**config.mk**
```make
export PLATFORM = sky130hd
export DESIGN_NAME = dualPrescaleTimer
export DESIGN_NICKNAME = d
export VERILOG_FILES = /design/src/rtl/tmrPkg.sv /design/src/rtl/tmrPrescaleCtl.sv /design/src/rtl/tmrCountPath.sv /design/src/rtl/dualPrescaleTimer.sv
export SDC_FILE = /design/constraint.sdc
export NUM_CORES = 1
export LEC_CHECK = 0
export BUFFER_PORTS_ARGS = -buffer_cell sky130_fd_sc_hd__buf_4
export CAP_MARGIN = 20
export CORE_MARGIN = 3
export CORE_UTILIZATION = 33
export CTS_BUF_LIST = sky130_fd_sc_hd__clkbuf_4 sky130_fd_sc_hd__clkbuf_8
export CTS_CLUSTER_SIZE = 16
export DETAILED_ROUTE_END_ITERATION = 8
export PLACE_DENSITY = 0.64
export SLEW_MARGIN = 10
export SYNTH_ARGS = -nofsm -noshare
export SYNTH_HDL_FRONTEND = slang
export SYNTH_SLANG_ARGS = --single-unit
```
**constraint.sdc**
```tcl
create_clock -name clk -period 1.8 [get_ports clk]
set_input_delay 0.45 -clock clk [delete_from_list [all_inputs] [get_ports clk]]
set_output_delay 0.45 -clock clk [all_outputs]
set_load 0.005 [all_outputs]
```
**src/rtl/tmrPkg.sv**
```systemverilog
package tmrPkg;
  // Strobes sent from a channel's control to its datapath each cycle.
  typedef struct packed {
    logic restart; // load value written: take it now
    logic step;    // qualified prescaler tick: advance the counter
  } tmrStrobe_t;

  typedef enum logic [1:0] {
    SEL_DIV1    = 2'd0,
    SEL_DIVMID  = 2'd1,
    SEL_DIVHI   = 2'd2,
    SEL_DIVHI_B = 2'd3
  } preSel_e;
endpackage

```
**src/rtl/tmrPrescaleCtl.sv**
```systemverilog
module tmrPrescaleCtl
  import tmrPkg::*;
#(
  parameter int DIV_MID = 16,
  parameter int DIV_HI  = 256,
  parameter int PRE_W   = $clog2(DIV_HI)
) (
  input  logic       clk,
  input  logic       rstN,
  input  logic       qualEn,
  input  logic       runEn,
  input  logic       loadWr,
  input  logic [1:0] preSel,
  output tmrStrobe_t strobe
);
  logic [PRE_W-1:0] pre;
  logic [PRE_W-1:0] preTerm;
  logic             advance;

  always_comb begin
    case (preSel_e'(preSel))
      SEL_DIV1:   preTerm = '0;
      SEL_DIVMID: preTerm = PRE_W'(DIV_MID - 1);
      default:    preTerm = PRE_W'(DIV_HI - 1);
    endcase
  end

  assign advance = runEn && qualEn;

  always_ff @(posedge clk) begin
    if (!rstN) begin
      pre <= '0;
    end else if (loadWr) begin
      pre <= preTerm;
    end else if (advance) begin
      if (pre == '0) pre <= preTerm;
      else           pre <= pre - 1'b1;
    end
  end

  assign strobe.restart = loadWr;
  assign strobe.step    = !loadWr && advance && (pre == '0);
endmodule

```
**src/rtl/tmrCountPath.sv**
```systemverilog
module tmrCountPath
  import tmrPkg::*;
#(
  parameter int CNT_W = 16
) (
  input  logic             clk,
  input  logic             rstN,
  input  tmrStrobe_t       strobe,
  input  logic [CNT_W-1:0] loadVal,
  input  logic             freeRun,
  input  logic             irqClr,
  output logic [CNT_W-1:0] count,
  output logic             irq
);
  logic [CNT_W-1:0] cnt;
  logic [CNT_W-1:0] reloadReg;
  logic             irqFlag;
  logic             atZero;
  logic             setIrq;

  assign atZero = (cnt == '0);
  assign setIrq = strobe.step && atZero;

  always_ff @(posedge clk) begin
    if (!rstN) begin
      cnt       <= '0;
      reloadReg <= '0;
    end else if (strobe.restart) begin
      cnt       <= loadVal;
      reloadReg <= loadVal;
    end else if (strobe.step) begin
      if (atZero) cnt <= freeRun ? '1 : reloadReg;
      else        cnt <= cnt - 1'b1;
    end
  end

  always_ff @(posedge clk) begin
    if (!rstN)       irqFlag <= 1'b0;
    else if (irqClr) irqFlag <= 1'b0;
    else if (setIrq) irqFlag <= 1'b1;
  end

  assign count = cnt;
  assign irq   = irqFlag;
endmodule

```
**src/rtl/dualPrescaleTimer.sv**
```systemverilog
module dualPrescaleTimer
  import tmrPkg::*;
#(
  parameter int NUM_CH  = 2,
  parameter int CNT_W   = 16,
  parameter int DIV_MID = 16,
  parameter int DIV_HI  = 256
) (
  input  logic                          clk,
  input  logic                          rstN,
  input  logic [NUM_CH-1:0]             tickEn,
  input  logic [NUM_CH-1:0]             run,
  input  logic [NUM_CH-1:0][1:0]        preSel,
  input  logic [NUM_CH-1:0]             freeRun,
  input  logic [NUM_CH-1:0]             loadWr,
  input  logic [NUM_CH-1:0][CNT_W-1:0]  loadVal,
  input  logic [NUM_CH-1:0]             irqClr,
  output logic [NUM_CH-1:0][CNT_W-1:0]  count,
  output logic [NUM_CH-1:0]             irq
);
  localparam int PRE_W = $clog2(DIV_HI);

  for (genvar ch = 0; ch < NUM_CH; ch++) begin : g_chan
    tmrStrobe_t strobe;

    tmrPrescaleCtl #(
      .DIV_MID(DIV_MID),
      .DIV_HI (DIV_HI),
      .PRE_W  (PRE_W)
    ) u_ctl (
      .clk   (clk),
      .rstN  (rstN),
      .qualEn(tickEn[ch]),
      .runEn (run[ch]),
      .loadWr(loadWr[ch]),
      .preSel(preSel[ch]),
      .strobe(strobe)
    );

    tmrCountPath #(
      .CNT_W(CNT_W)
    ) u_path (
      .clk    (clk),
      .rstN   (rstN),
      .strobe (strobe),
      .loadVal(loadVal[ch]),
      .freeRun(freeRun[ch]),
      .irqClr (irqClr[ch]),
      .count  (count[ch]),
      .irq    (irq[ch])
    );
  end
endmodule

```
==> results.yml, run 1 <==
setup_path:
  ff2ff_path_depth: 7
  critPathTopFamily: "simple AND/OR/NAND/NOR gates"
  crit_type: "register to register"
  worstPathMaxFanout: 4
  cp.required_ns: 2.06
  reg2reg_slack_ns: -0.09
  worst-path-buf-inv: 1
  cp.arrival_ns: 2.15
  r2r-start: "g_chan[1].u_path.count[0]"
  worst_setup_path_start_kind: "register"
  cp_slowest_stage_delay_ns: 0.46
  end_kind: "register"
  crit_chain: "inv_2, ha_4, or3b_4, or4_4, xnor2_2, o22ai_2, a21oi_2"
  rr_endpoint: "g_chan[1].u_path.count[10]"
  crit_slowest_cell: "or4_4"
clocking:
  cts.sinks: 82
  numCtsBuffers: 9
  insertion_delay_ns: 0.38
  path_clk_slew_ns: 0.08
  cts_tree: "done"
  cts.path.max_buffers: 2
  root_buffer: "clkbuf_8"
  cts_max_level: 3
hold_path:
  hp-class: "primary input to register"
  timing.hold.worst_path_depth: 2
  hp-start: "irqClr[1]"
  whs_endpoint: "g_chan[1].u_path.irq"
detailed_routing:
  wl_per_cell_um: 17.1
  drtAntennaViolNets: 0
  vias_per_cell: 5.58
  drt-initial-drc-count: 415
  via_count: 5052
  drc: 0
  finalWirelength_mm: 15.5
  first_pass_iters: 6
timing:
  max_freq_ghz: 0.529
  tns_ns: -0.108
  holdWs_ns: 0.231
  rsz0062_at_grt: "yes"
  setup_slack_ns: -0.0906
  timing.slew.headroom_pct: 75.2
  slew_viol_final: 0
  hold_viol: 0
  finalClockSkew_ns: 0.0123
  fin_crit_sh_pct: 105
  min_period_ns: 1.89
  worst_pin_slew_ns: 0.371
  setup_viol: 3
die:
  initial_core_util_pct: 33.9
  dieArea_mm2: 0.0158
  die_w_um: 126
  ios: 82
  row_count: 43
  die_y_um: 126
  core_mm2: 0.0139
power_and_ir_drop:
  p_int_w: 0.00348
  p_per_area_mw_per_mm2: 742
  ir_worst_vdd_uv: 487
  switching_share_pct: 33.3
  combPwrFrac_pct: 35.5
  power.net_switching_w: 0.00173
  clkPwrFrac_pct: 24.2
  power_w: 0.00522
  power_frac_seq_pct: 40.3
  leakage_nw: 2.91
layout:
  antenna_cells: 0
  multi_input_area_mm2: 0.00331
  fin_area_mm2: 0.00703
  fin_cells: 906
  seqCellArea_mm2: 0.00166
  nFillCells: 1268
  drive_gt1_share_pct: 43.7
  nNetsFinal: 777
  area_growth_pct: 48.8
global_routing:
  track_usage_pct: 18.4
  grt_max_degree: 34
  grt_pass1_wl_mm: 24.2
  antenna_found_initial: 0
  first_global_vias: 4796
  gr-total-overflow: 0
synthesis:
  synthArstFlopShare_pct: 0
  synthDistinctLibCells: 63
  syn-cell-area_mm2: 0.00472
  postSynthCellCount: 549
  synth_fp_nets: 605
  ys_seq_elements: 82
  avgSynthCellArea_um2: 8.60
  synth_flop_cell: "dfxtp_1"
  synth_edf_count: 0
  yosysSeqAreaShare_pct: 34.8
  yosys_warnings: 0
placement:
  gp_congestion: 0.921
  port_buffers: 81
  dp.cells: 868
  hpwl_mm: 10.7
  placed_cell_area_mm2: 0.00621
job:
  max_cap_viol_count: 0
outcome:
  violations: "negative setup slack"
  status: "complete, but fails checks"
==> cell usage after synthesis, types with 9 or more instances <==
cell / count / area, um^2
a21oi_1: 47 / 235
inv_1: 12 / 45.0
o21ai_0: 29 / 145
dfxtp_1: 82 / 1640
nand2_1: 44 / 165
nor2_1: 25 / 93.8
clkbuf_1: 27 / 101
a211o_1: 10 / 87.6
nand3_1: 9 / 45.0
nor3_1: 19 / 95.1
xnor2_1: 12 / 105
o221ai_1: 12 / 105
a21boi_0: 10 / 75.1
mux2i_1: 28 / 280
nor2b_1: 26 / 163
a31oi_1: 11 / 68.8
==> registers in the layout (all words and copies together), names as in the netlist <==
register                 count
g_chan.u_path.reloadReg     32
g_chan.u_ctl.pre            16
g_chan.u_path.irq            2
g_chan.u_path.count         32
==> routing by layer <==
metal  vias up  part of all wire (%)  GRT usage, %
met5         -                     0             0
met4         0                   1.4          3.83
met3        22                   5.7          4.62
met2       165                    50          32.1
met1      2457                    43          23.1
li1       2408                     -             -
==> metrics by stage <==
step / utilization [%] / worst slack, ns
after floorplan: - / -0.00892
after global placement: 44.5 / -0.0525
after detailed placement: 44.5 / -0.104
after CTS: 46.3 / -0.0722
after global routing: 50.4 / -0.146
final: 50.4 / -0.0906
==> power groups by stage <==
stage | sequential, W | clock (W) | combinational, W
floorplan | 0.00215 | 0 | 0.000816
global placement | 0.00211 | 0 | 0.00152
detailed placement | 0.00212 | 0 | 0.00156
CTS | 0.00208 | 0.00130 | 0.00160
global route | 0.00212 | 0.00136 | 0.00201
finish | 0.00210 | 0.00126 | 0.00185
==> final cells by class <==
type	count	area share (%)
tap	180	3.20
inverter	13	0.783
clock buffer	11	2.07
clock inverter	5	0.427
sequential	82	23.6
timing repair buffer	196	22.8
multi-input combinational	419	47.1
==> cell usage in the layout (no fill, tap or decap), drive strengths merged, types with 13 or more instances in the layout <==
master and count:
nor2b 26, nor3 20, nand2 44, mux2i 28
a21oi 48, buf 194, nor4 13, o21ai 29
dfxtp 82, clkbuf 13, nor2 25
==> worst max path at each step <==
stage	start	endpoint	slack [ns]	cells after the start
final	g_chan[1].u_path.count[0]	g_chan[1].u_path.count[10]	-0.09	7
after floorplan	g_chan[1].u_path.count[0]	g_chan[1].u_path.count[7]	-0.009	6
after CTS	g_chan[1].u_path.count[1]	g_chan[1].u_path.count[10]	-0.07	7
after global routing	g_chan[1].u_path.count[0]	g_chan[1].u_path.count[10]	-0.15	7
after detailed placement	g_chan[1].u_ctl.pre[1]	g_chan[1].u_path.irq	-0.10	7
after global placement	g_chan[1].u_ctl.pre[0]	g_chan[1].u_path.irq	-0.05	7
==> cell families (layout without fill, tap and decap cells) <==
family	Yosys count	in the layout	share of synthesized area (%)
compound gates	171	171	25.1
xor+xnor	19	19	3.52
fa+ha+maj	8	8	2.12
buf+inv	48	225	4.11
flops	82	82	34.8
mux	28	28	5.94
simple gates	193	193	24.4
==> worst reg2reg max path, stage by stage (launching register included) <==
cell and delay [ns]:
dfxtp_2 0.34, inv_2 0.10, ha_4 0.13, or3b_4 0.42, or4_4 0.46, xnor2_2 0.15, o22ai_2 0.12, a21oi_2 0.07
==> timing repair <==
item | 4_1_cts | 5_1_grt
hold buffers | 0 | 0
gates cloned | 0 | 2
gates resized for setup | 19 | 91
buffers inserted | 1 | 19
pin swaps | 2 | 24
setup endpoints to repair | 22 | 46
No activity file was read; power rests on OpenSTA's default activity.
==> inputs of run 2 (changes only) <==
CTS_BUF_LIST = sky130_fd_sc_hd__clkbuf_4   (was sky130_fd_sc_hd__clkbuf_4 sky130_fd_sc_hd__clkbuf_8)
CTS_CLUSTER_SIZE = not set   (was 16)
==> results.yml, run 2 (same netlist as run 1, synthesis figures left out) <==
timing:
  timing.slew.headroom_pct: 68.6
  setup_viol: 8
  setup_slack_ns: -0.122
  hold_viol: 0
  tns_ns: -0.283
  min_period_ns: 1.92
  slew_viol_final: 0
  worst_pin_slew_ns: 0.467
  finalClockSkew_ns: 0.0181
  fin_crit_sh_pct: 107
  rsz0062_at_grt: "yes"
  max_freq_ghz: 0.520
placement:
  dp.cells: 868
  hpwl_mm: 10.7
  gp_congestion: 0.921
  port_buffers: 81
global_routing:
  grt_max_degree: 34
  first_global_vias: 4834
  grt_pass1_wl_mm: 24.2
  gr-total-overflow: 0
  track_usage_pct: 18.4
  antenna_found_initial: 0
die:
  die_w_um: 126
  core_mm2: 0.0139
  ios: 82
  row_count: 43
  dieArea_mm2: 0.0158
  die_y_um: 126
  initial_core_util_pct: 33.9
hold_path:
  whs_endpoint: "g_chan[0].u_path.irq"
  hp-class: "primary input to register"
  hp-start: "irqClr[0]"
  timing.hold.worst_path_depth: 2
clocking:
  cts.sinks: 82
  ctsHoldBuffers: 0
  insertion_delay_ns: 0.47
  numCtsBuffers: 9
  root_buffer: "clkbuf_4"
  cts_max_level: 3
  cts_tree: "done"
  cts.path.max_buffers: 2
  path_clk_slew_ns: 0.14
setup_path:
  rr_endpoint: "g_chan[1].u_path.count[10]"
  crit_chain: "inv_4, ha_4, or3b_4, or4_4, xnor2_2, o22ai_2, a21oi_2"
  cp.arrival_ns: 2.28
  critPathTopFamily: "simple AND/OR/NAND/NOR gates"
  worstPathMaxFanout: 4
  r2r-start: "g_chan[1].u_path.count[1]"
  crit_type: "register to register"
  worst_setup_path_start_kind: "register"
  cp.required_ns: 2.16
  reg2reg_slack_ns: -0.12
  crit_slowest_cell: "or4_4"
  worst-path-buf-inv: 1
  end_kind: "register"
  ff2ff_path_depth: 7
  cp_slowest_stage_delay_ns: 0.46
layout:
  area_growth_pct: 49.1
  antenna_cells: 0
  multi_input_area_mm2: 0.00332
  seqCellArea_mm2: 0.00167
  fin_cells: 909
  nNetsFinal: 780
  final_cell_mix: "181 x buf_4, 66 x dfxtp_1, 43 x nand2_1, 37 x a21oi_1, 28 x mux2i_1"
  drive_gt1_share_pct: 44.4
  final_common_cell: "buf_4"
  nFillCells: 1269
power_and_ir_drop:
  leakage_nw: 2.92
  switching_share_pct: 34.8
  clkPwrFrac_pct: 19.7
  power_frac_seq_pct: 42.4
  p_per_area_mw_per_mm2: 705
  p_int_w: 0.00324
  combPwrFrac_pct: 37.9
  power_w: 0.00497
  power.net_switching_w: 0.00173
  ir_worst_vdd_uv: 437
detailed_routing:
  vias_per_cell: 5.65
  via_count: 5133
  first_pass_iters: 5
  drtAntennaViolNets: 0
  wl_per_cell_um: 17.5
  drc: 0
  drt-initial-drc-count: 393
  finalWirelength_mm: 15.9
job:
  max_cap_viol_count: 0
outcome:
  status: "complete, but fails checks"
  violations: "negative setup slack"
run 2: cell types whose count changed in the layout (fill, tap and decap cells not counted), moves of 3 or more:
cell	delta
clkbuf_8	-10
clkbuf_4	+9
dfxtp_1	-5
dfxtp_2	+3
run 2: layout make-up:
class / instances / share of cell area, %
Tap cell: 180 / 3.20
Sequential cell: 82 / 23.7
Timing Repair Buffer: 199 / 23.6
Clock buffer: 10 / 1.07
Multi-Input combinational cell: 419 / 47.1
Inverter: 13 / 0.782
Clock inverter: 6 / 0.480
run 2: timing repair:
| item | in CTS | in global routing |
|---|---|---|
| endpoints found under the setup margin | 25 | 46 |
| gates resized for setup | 23 | 102 |
| pin swaps | 4 | 40 |
| cloned | 0 | 4 |
| endpoints found under the hold margin | 0 | 0 |
| buffers inserted | 2 | 19 |
run 2: worst reg2reg max path: stages, from the launching register on:
cell and delay [ns]:
dfxtp_4 0.39, inv_4 0.08, ha_4 0.13, or3b_4 0.42, or4_4 0.46, xnor2_2 0.15, o22ai_2 0.11, a21oi_2 0.07
run 2: metrics by stage:
step	hold slack [ns]	worst slack, ns	utilization (%)	cell area, um^2
2_1_floorplan	0.444	-0.00892	-	4770
3_3_place_gp	0.458	-0.0525	44.5	6210
3_5_place_dp	0.464	-0.104	44.5	6210
4_1_cts	0.0903	-0.0853	46.0	6410
5_1_grt	0.0787	-0.170	50.5	7040
6_report	0.126	-0.122	50.5	7040
run 2: power by group through the flow:
stage	clock, W	sequential (W)	combinational, W
floorplan	0	0.00215	0.000816
global placement	0	0.00211	0.00152
detailed placement	0	0.00212	0.00156
CTS	0.000999	0.00209	0.00161
global route	0.00107	0.00212	0.00204
finish	0.000977	0.00211	0.00188
run 2: worst max-delay path by stage:
stage / slack [ns] / cells past startpoint / startpoint / endpoint
6_report: -0.12 / 7 / g_chan[1].u_path.count[1] / g_chan[1].u_path.count[10]
3_3_place_gp: -0.05 / 7 / g_chan[1].u_ctl.pre[0] / g_chan[1].u_path.irq
3_5_place_dp: -0.10 / 7 / g_chan[1].u_ctl.pre[1] / g_chan[1].u_path.irq
4_1_cts: -0.09 / 7 / g_chan[1].u_path.count[1] / g_chan[1].u_path.count[10]
2_1_floorplan: -0.009 / 6 / g_chan[1].u_path.count[0] / g_chan[1].u_path.count[7]
5_1_grt: -0.17 / 7 / g_chan[1].u_path.count[1] / g_chan[1].u_path.count[10]
run 2: layer usage:
| metal | GRT usage [%] | part of all wire [%] | vias up |
|---|---|---|---|
| met1 | 23.1 | 43 | 2501 |
| met4 | 4.15 | 1.5 | 0 |
| met3 | 4.71 | 6.4 | 23 |
| met2 | 31.9 | 49 | 183 |
| met5 | 0 | 0 | - |
| li1 | - | - | 2426 |
